### config.mk
export PLATFORM = sky130hd
export DESIGN_NAME = lcdt_timebase
export DESIGN_NICKNAME = d
export VERILOG_FILES = /design/src/rtl/lcdt_pkg.sv /design/src/rtl/lcdt_pow2_prescaler.sv /design/src/rtl/lcdt_frame_div.sv /design/src/rtl/lcdt_blink.sv /design/src/rtl/lcdt_timebase.sv
export SDC_FILE = /design/constraint.sdc
export NUM_CORES = 1
export LEC_CHECK = 0
export ABC_CLOCK_PERIOD_IN_PS = 4200
export BUFFER_PORTS_ARGS = -buffer_cell sky130_fd_sc_hd__buf_2
export CORE_UTILIZATION = 60
export DETAILED_ROUTE_END_ITERATION = 8
export GPL_TIMING_DRIVEN = 1
export PLACE_DENSITY = 0.86
export SYNTH_ARGS = -nofsm -noshare
export SYNTH_HDL_FRONTEND = slang
export SYNTH_SLANG_ARGS = --single-unit
### constraint.sdc
create_clock -name clk -period 4.2 [get_ports clk]
set_clock_uncertainty 0.15 [all_clocks]
set_input_delay 0.21 -clock clk [delete_from_list [all_inputs] [get_ports clk]]
set_output_delay 0.21 -clock clk [all_outputs]
set_load 0.05 [all_outputs]
### src/rtl/lcdt_pkg.sv
package lcdt_pkg;
  localparam int PSC_W      = 4;
  localparam int RATIO_W    = 4;
  localparam int RATIO_BASE = 16;
  localparam int BRATE_W    = 3;
  localparam int BRATE_LOG0 = 3;
  localparam int BMODE_W    = 2;

  typedef enum logic [BMODE_W-1:0] {
    BLK_OFF    = 2'd0,
    BLK_ONE    = 2'd1,
    BLK_COLUMN = 2'd2,
    BLK_ALL    = 2'd3
  } blink_mode_e;
endpackage

### src/rtl/lcdt_pow2_prescaler.sv
module lcdt_pow2_prescaler #(
  parameter int PSC_W = lcdt_pkg::PSC_W
) (
  input  logic             clk,
  input  logic             rst_n,
  input  logic [PSC_W-1:0] cfg_exp,
  output logic             tick
);
  localparam int CNT_W = (1 << PSC_W) - 1;

  logic [CNT_W-1:0] cnt_q;
  logic [PSC_W-1:0] exp_q;
  logic [CNT_W:0]   span;
  logic [CNT_W:0]   last_full;
  logic [CNT_W-1:0] last;

  always_comb begin
    span      = {{CNT_W{1'b0}}, 1'b1} << exp_q;
    last_full = span - 1'b1;
    last      = last_full[CNT_W-1:0];
  end

  assign tick = (cnt_q == last);

  always_ff @(posedge clk or negedge rst_n) begin
    if (!rst_n) begin
      cnt_q <= '0;
      exp_q <= '0;
    end else if (tick) begin
      cnt_q <= '0;
      exp_q <= cfg_exp;
    end else begin
      cnt_q <= cnt_q + 1'b1;
    end
  end

  p_cnt_bound_r1: assert property (@(posedge clk) disable iff (!rst_n)
    cnt_q <= last);
  p_exp_hold_r7: assert property (@(posedge clk) disable iff (!rst_n)
    !tick |=> $stable(exp_q));
endmodule

### src/rtl/lcdt_frame_div.sv
module lcdt_frame_div #(
  parameter int RATIO_W    = lcdt_pkg::RATIO_W,
  parameter int RATIO_BASE = lcdt_pkg::RATIO_BASE
) (
  input  logic               clk,
  input  logic               rst_n,
  input  logic               step,
  input  logic [RATIO_W-1:0] cfg_ratio,
  output logic               frame_tick
);
  localparam int CNT_W = $clog2(RATIO_BASE + (1 << RATIO_W));

  logic [CNT_W-1:0]   cnt_q;
  logic [RATIO_W-1:0] ratio_q;
  logic [CNT_W-1:0]   last;

  assign last       = CNT_W'(RATIO_BASE - 1) + CNT_W'(ratio_q);
  assign frame_tick = step && (cnt_q == last);

  always_ff @(posedge clk or negedge rst_n) begin
    if (!rst_n) begin
      cnt_q   <= '0;
      ratio_q <= '0;
    end else if (frame_tick) begin
      cnt_q   <= '0;
      ratio_q <= cfg_ratio;
    end else if (step) begin
      cnt_q <= cnt_q + 1'b1;
    end
  end

  p_cnt_bound_r2: assert property (@(posedge clk) disable iff (!rst_n)
    cnt_q <= last);
  p_idle_hold_r2: assert property (@(posedge clk) disable iff (!rst_n)
    !step |=> $stable(cnt_q));
  p_ratio_hold_r7: assert property (@(posedge clk) disable iff (!rst_n)
    !frame_tick |=> $stable(ratio_q));
endmodule

### src/rtl/lcdt_blink.sv
module lcdt_blink #(
  parameter int BRATE_W    = lcdt_pkg::BRATE_W,
  parameter int BRATE_LOG0 = lcdt_pkg::BRATE_LOG0,
  parameter int BMODE_W    = lcdt_pkg::BMODE_W
) (
  input  logic                       clk,
  input  logic                       rst_n,
  input  logic                       frame_tick,
  input  logic [BRATE_W-1:0]         cfg_rate,
  input  logic [BMODE_W-1:0]         cfg_mode,
  output logic                       phase,
  output logic [(1<<BMODE_W)-2:0]    sel
);
  localparam int NSEL  = (1 << BMODE_W) - 1;
  localparam int CNT_W = (1 << BRATE_W) - 1 + BRATE_LOG0 - 1;

  logic [CNT_W-1:0]   cnt_q;
  logic [BRATE_W-1:0] rate_q;
  logic [CNT_W:0]     span;
  logic [CNT_W:0]     last_full;
  logic [CNT_W-1:0]   last;
  logic               flip;

  always_comb begin
    span      = {{CNT_W{1'b0}}, 1'b1} << (CNT_W'(rate_q) + CNT_W'(BRATE_LOG0 - 1));
    last_full = span - 1'b1;
    last      = last_full[CNT_W-1:0];
  end

  assign flip = frame_tick && (cnt_q == last);

  always_ff @(posedge clk or negedge rst_n) begin
    if (!rst_n) begin
      cnt_q  <= '0;
      rate_q <= '0;
      phase  <= 1'b0;
    end else if (flip) begin
      cnt_q  <= '0;
      rate_q <= cfg_rate;
      phase  <= ~phase;
    end else if (frame_tick) begin
      cnt_q <= cnt_q + 1'b1;
    end
  end

  for (genvar g = 0; g < NSEL; g++) begin : g_sel
    assign sel[g] = phase && (cfg_mode == BMODE_W'(g + 1));
  end

  p_phase_hold_r3: assert property (@(posedge clk) disable iff (!rst_n)
    !frame_tick |=> $stable(phase));
  p_sel_onehot_r4: assert property (@(posedge clk) disable iff (!rst_n)
    $onehot0(sel));
  p_rate_hold_r7: assert property (@(posedge clk) disable iff (!rst_n)
    !flip |=> $stable(rate_q));
endmodule

### src/rtl/lcdt_timebase.sv
module lcdt_timebase (
  input  logic       clk,
  input  logic       rst_n,
  input  logic [3:0] cfg_psc,
  input  logic [3:0] cfg_ratio,
  input  logic [2:0] cfg_blink_rate,
  input  logic [1:0] cfg_blink_mode,
  input  logic       sof_irq_en,
  input  logic       sof_irq_clr,
  output logic       psc_tick,
  output logic       frame_start,
  output logic       blink_phase,
  output logic [2:0] blink_sel,
  output logic       sof_irq
);
  import lcdt_pkg::*;

  logic sof_flag_q;

  lcdt_pow2_prescaler #(.PSC_W(PSC_W)) u_psc (
    .clk     (clk),
    .rst_n   (rst_n),
    .cfg_exp (cfg_psc),
    .tick    (psc_tick)
  );

  lcdt_frame_div #(.RATIO_W(RATIO_W), .RATIO_BASE(RATIO_BASE)) u_frame (
    .clk        (clk),
    .rst_n      (rst_n),
    .step       (psc_tick),
    .cfg_ratio  (cfg_ratio),
    .frame_tick (frame_start)
  );

  lcdt_blink #(.BRATE_W(BRATE_W), .BRATE_LOG0(BRATE_LOG0), .BMODE_W(BMODE_W)) u_blink (
    .clk        (clk),
    .rst_n      (rst_n),
    .frame_tick (frame_start),
    .cfg_rate   (cfg_blink_rate),
    .cfg_mode   (cfg_blink_mode),
    .phase      (blink_phase),
    .sel        (blink_sel)
  );

  always_ff @(posedge clk or negedge rst_n) begin
    if (!rst_n)           sof_flag_q <= 1'b0;
    else if (frame_start) sof_flag_q <= 1'b1;
    else if (sof_irq_clr) sof_flag_q <= 1'b0;
  end

  assign sof_irq = sof_flag_q & sof_irq_en;

  p_flag_set_r5: assert property (@(posedge clk) disable iff (!rst_n)
    frame_start |=> sof_flag_q);
  p_flag_clear_r5: assert property (@(posedge clk) disable iff (!rst_n)
    (sof_irq_clr && !frame_start) |=> !sof_flag_q);
  p_irq_masked_r6: assert property (@(posedge clk) disable iff (!rst_n)
    sof_irq |-> (sof_irq_en && sof_flag_q));
  p_frame_on_tick_r2: assert property (@(posedge clk) disable iff (!rst_n)
    frame_start |-> psc_tick);
endmodule

==> summary.md <==
| Metric | Value |
|---|---|
| Vias per Instance | around 6.0 |
| Levels on crit path | 10 |
| Switch share | 28.7% |
| Initial DRT Pass Iterations | 4 |
| H-tree depth | 2 |
| Final min period | 3720 ps |
| Max-cap viol count | 0 |
| Combinational Power Share | 15.4% |
| Final setup TNS | 0 ps |
| Grt ovf | 0 |
| Max Clk Rate | 269 MHz |
| Max incr delay on CP | about 580 ps |
| Layout Utilization | 71.3% |
| Final ANT Viol Nets | 0 |
| Buffers on Ports | 23 |
| Seq pwr share | between 50% and 60% |
| Reg2Reg Depth | 10 |
| VDD IR max | between 0.00015 and 0.0002 V |
| Postcts setup bufs | 0 |
| Main synth FF type | dfrtp_1 |
| Ports | 24 |
| RSZ-0062 raised after global routing | false |
| DR iter-0 viols | 140 |
| Hold path depth | 2 |
| Row cnt | 24 |
| Die height | 71.6 um |
| Clk Latency, worst-skew pair | 300 ps |
| Total power | 0.000859 W |
| Max-slew violations | 0 |
| P&R area growth vs syn | 10.7% |
| Ant. Diodes | 0 |
| Routed vias | 2401 |
| Critical-path cell list | nor2_1, nand2_1, ha_1, xnor2_1, xnor2_1, a2111o_1, nor4_1, and4_1, and2_1, mux2_4 |
| Setup Viol. Count Final | 0 |
| Power Density | 267 nW/um2 |
| Vias in the first global route | 2278 |
| Most frequent cells in the layout | 42 x dfrtp_1, 33 x nor2_1, 23 x buf_2 |
| Slew @ Worst Pin | between 900 and 1000 ps |
| Post-Syn Nets | approximately 340 |
| Layout Nets | 375 |
| Initial antenna violation count | 0 |
| WL per Instance | 15.3 um |
| Most used cell, CP | xnor2_1 |
| Int Pwr | between 0.0006 and 0.0007 W |
| Worst-path clk slew | 80 ps |
| CTS Buf Count | 5 |
| Synthesized flop and latch total | 42 |
| Pre-CTS setup slack | between 500 and 600 ps |
| Die area | 5120 um2 |
| Cells after Synth | between 300 and 400 |
| WS Path Type | reg -> reg |
| R2r setup slk | 480 ps |
| Status | finished, final reports clean |
| DRC | 0 |
| CP startpoint kind | register |
| Max Root-Sink Buffers | 2 |
| RePlAce Congestion | roughly 0.94 |
| Hpwl dp | 4.21 mm |
| Initial core utilization | between 60 and 70% |
| Area contributors post-synth | dfrtp_1 36%, xnor2_1 5.7%, ha_1 5.2%, nor2_1 4.3%, xor2_1 3.9% |
| Static leakage | 1.49 nW |
| Synth unique cells | 55 |
| Root buf cell | clkbuf_8 |
| Arrival @ worst endpoint | ~3800 ps |
| Final hold vios | 0 |
| Asr flop ratio synth | 100% |
| CTS tree | done |
| WL final | 6.08 mm |
| Die Width | 71.6 um |
| Layout cells sized above 1 | 14.8% |
| Dominant cell type by area after synthesis | dfrtp_1 |
| WP buf/inv | 0 |
| GRT Util Overall | a little over a quarter |
| Yosys Warn Count | 0 |
| Final worst slack | between 400 and 500 ps |
| Clock sinks | 42 |
| Netlist Area Pre-Place | 2900 um2 |
| WP data required | ~4200 ps |
| Sequential fraction of the synthesis area | between 30 and 40% |
| Pin count of the biggest net entering global routing | 43 |
| Commonest non-fill, non-tap cell in the layout | dfrtp_1 |
| Number of synthesized flops with an enable pin | 0 |
| Final period util | just under 90% |
| Clock share of power | 29.9% |
| Synth Area per Inst | ~9.2 um2 |
| Core area | 4500 um2 |
| Psw | 0.000247 W |
| First-pass GRT wire length | approximately 10 mm |
| Area share of the largest cell type after synthesis | 36.2% |
| Worst Hold Class | in -> reg |
| Slowest-stage cell, CP | dfrtp_1 |
| Crit end category | register |
| Crit-path max FO | 20 |
| Rel. slew slack | about two fifths |
| Top cell family by delay on the critical path | simple AND/OR/NAND/NOR gates |
==> cells by family (layout without fill, tap and decap cells) <==
logic type / count (synthesis) / after routing / share of synthesized area, %
buf+inv: 26 / 56 / 5.13
compound gates: 52 / 52 / 12.0
flops: 42 / 42 / 36.2
mux: 14 / 14 / 5.56
fa+ha+maj: 12 / 12 / 5.17
simple gates: 137 / 137 / 26.3
xor+xnor: 32 / 32 / 9.66
==> power groups by stage <==
stage	Combinational [W]	Clock, W	Sequential [W]
5_1_grt	0.000148	0.000282	0.000474
4_1_cts	0.000130	0.000265	0.000468
3_5_place_dp	0.000122	0	0.000475
3_3_place_gp	0.000117	0	0.000473
6_report	0.000132	0.000257	0.000470
2_1_floorplan	0.000104	0	0.000454
==> registers in the layout, summed over array words and instances (netlist names) <==
signal and cells:
u_blink.cnt_q 9, u_blink.rate_q 3, u_frame.ratio_q 4, u_frame.cnt_q 5, sof_flag_q 1, u_psc.exp_q 4
u_blink.phase 1, u_psc.cnt_q 15
==> worst reg2reg max path, delay by kind of cell (launching register included) <==
kind                       cells  cell delay, ps
DFF                            1             580
and+or+nand+nor                5            1470
AOI/OAI and AO/OA              1             410
muxes                          1             330
xor gates and xnor gates       2             330
adders and majority gates      1             330
==> worst paths after layout <==
path                                   start                 to
max                           u_psc.exp_q[1]  u_blink.rate_q[1]
min                        cfg_blink_rate[1]  u_blink.rate_q[1]
max reg2reg                   u_psc.exp_q[1]  u_blink.rate_q[1]
min reg2reg                       sof_flag_q         sof_flag_q
max in group asynchronous              rst_n     u_psc.cnt_q[5]
min in group asynchronous              rst_n     u_psc.cnt_q[7]
==> cell usage after synthesis (all sizes together), types with 8 or more instances <==
cell   number
and3       13
buf        13
dfrtp      42
ha         12
inv        11
mux2        8
nand2      21
nand3      15
nor2       33
nor3       12
o21ai      24
xnor2      19
xor2       13
==> stage by stage <==
step,std cells,cell area [um2],hold slack (ps)
floorplan,315,2900,-236
global placement,379,3010,230
detailed placement,379,3010,255
CTS,396,3200,0.893
global route,397,3210,0.255
finish,397,3210,6.57
==> per-layer routing <==
metal	share of wire, %	wire length [um]	global-route usage, %	vias to the layer above
met2	46	2790	41.3	79
met1	47	2840	35.0	1135
met3	5.2	314	5.49	15
met4	2.2	131	10.9	0
met5	0	0	0	-
li1	-	-	-	1172
==> layout make-up <==
type	instances	area (um2)
Clock buffer	6	82.6
Sequential cell	42	1050
Multi-Input combinational cell	247	1710
Inverter	11	41.3
Tap cell	52	65.1
Fill cell	343	1290
Timing Repair Buffer	39	265
==> what timing repair did <==
| item | 4_1_cts | 5_1_grt |
|---|---|---|
| endpoints found under the hold margin | 52 | 1 |
| hold buffers | 11 | 1 |
| resized for setup | 0 | 0 |
Note: power is estimated with default switching activity, not from simulation.
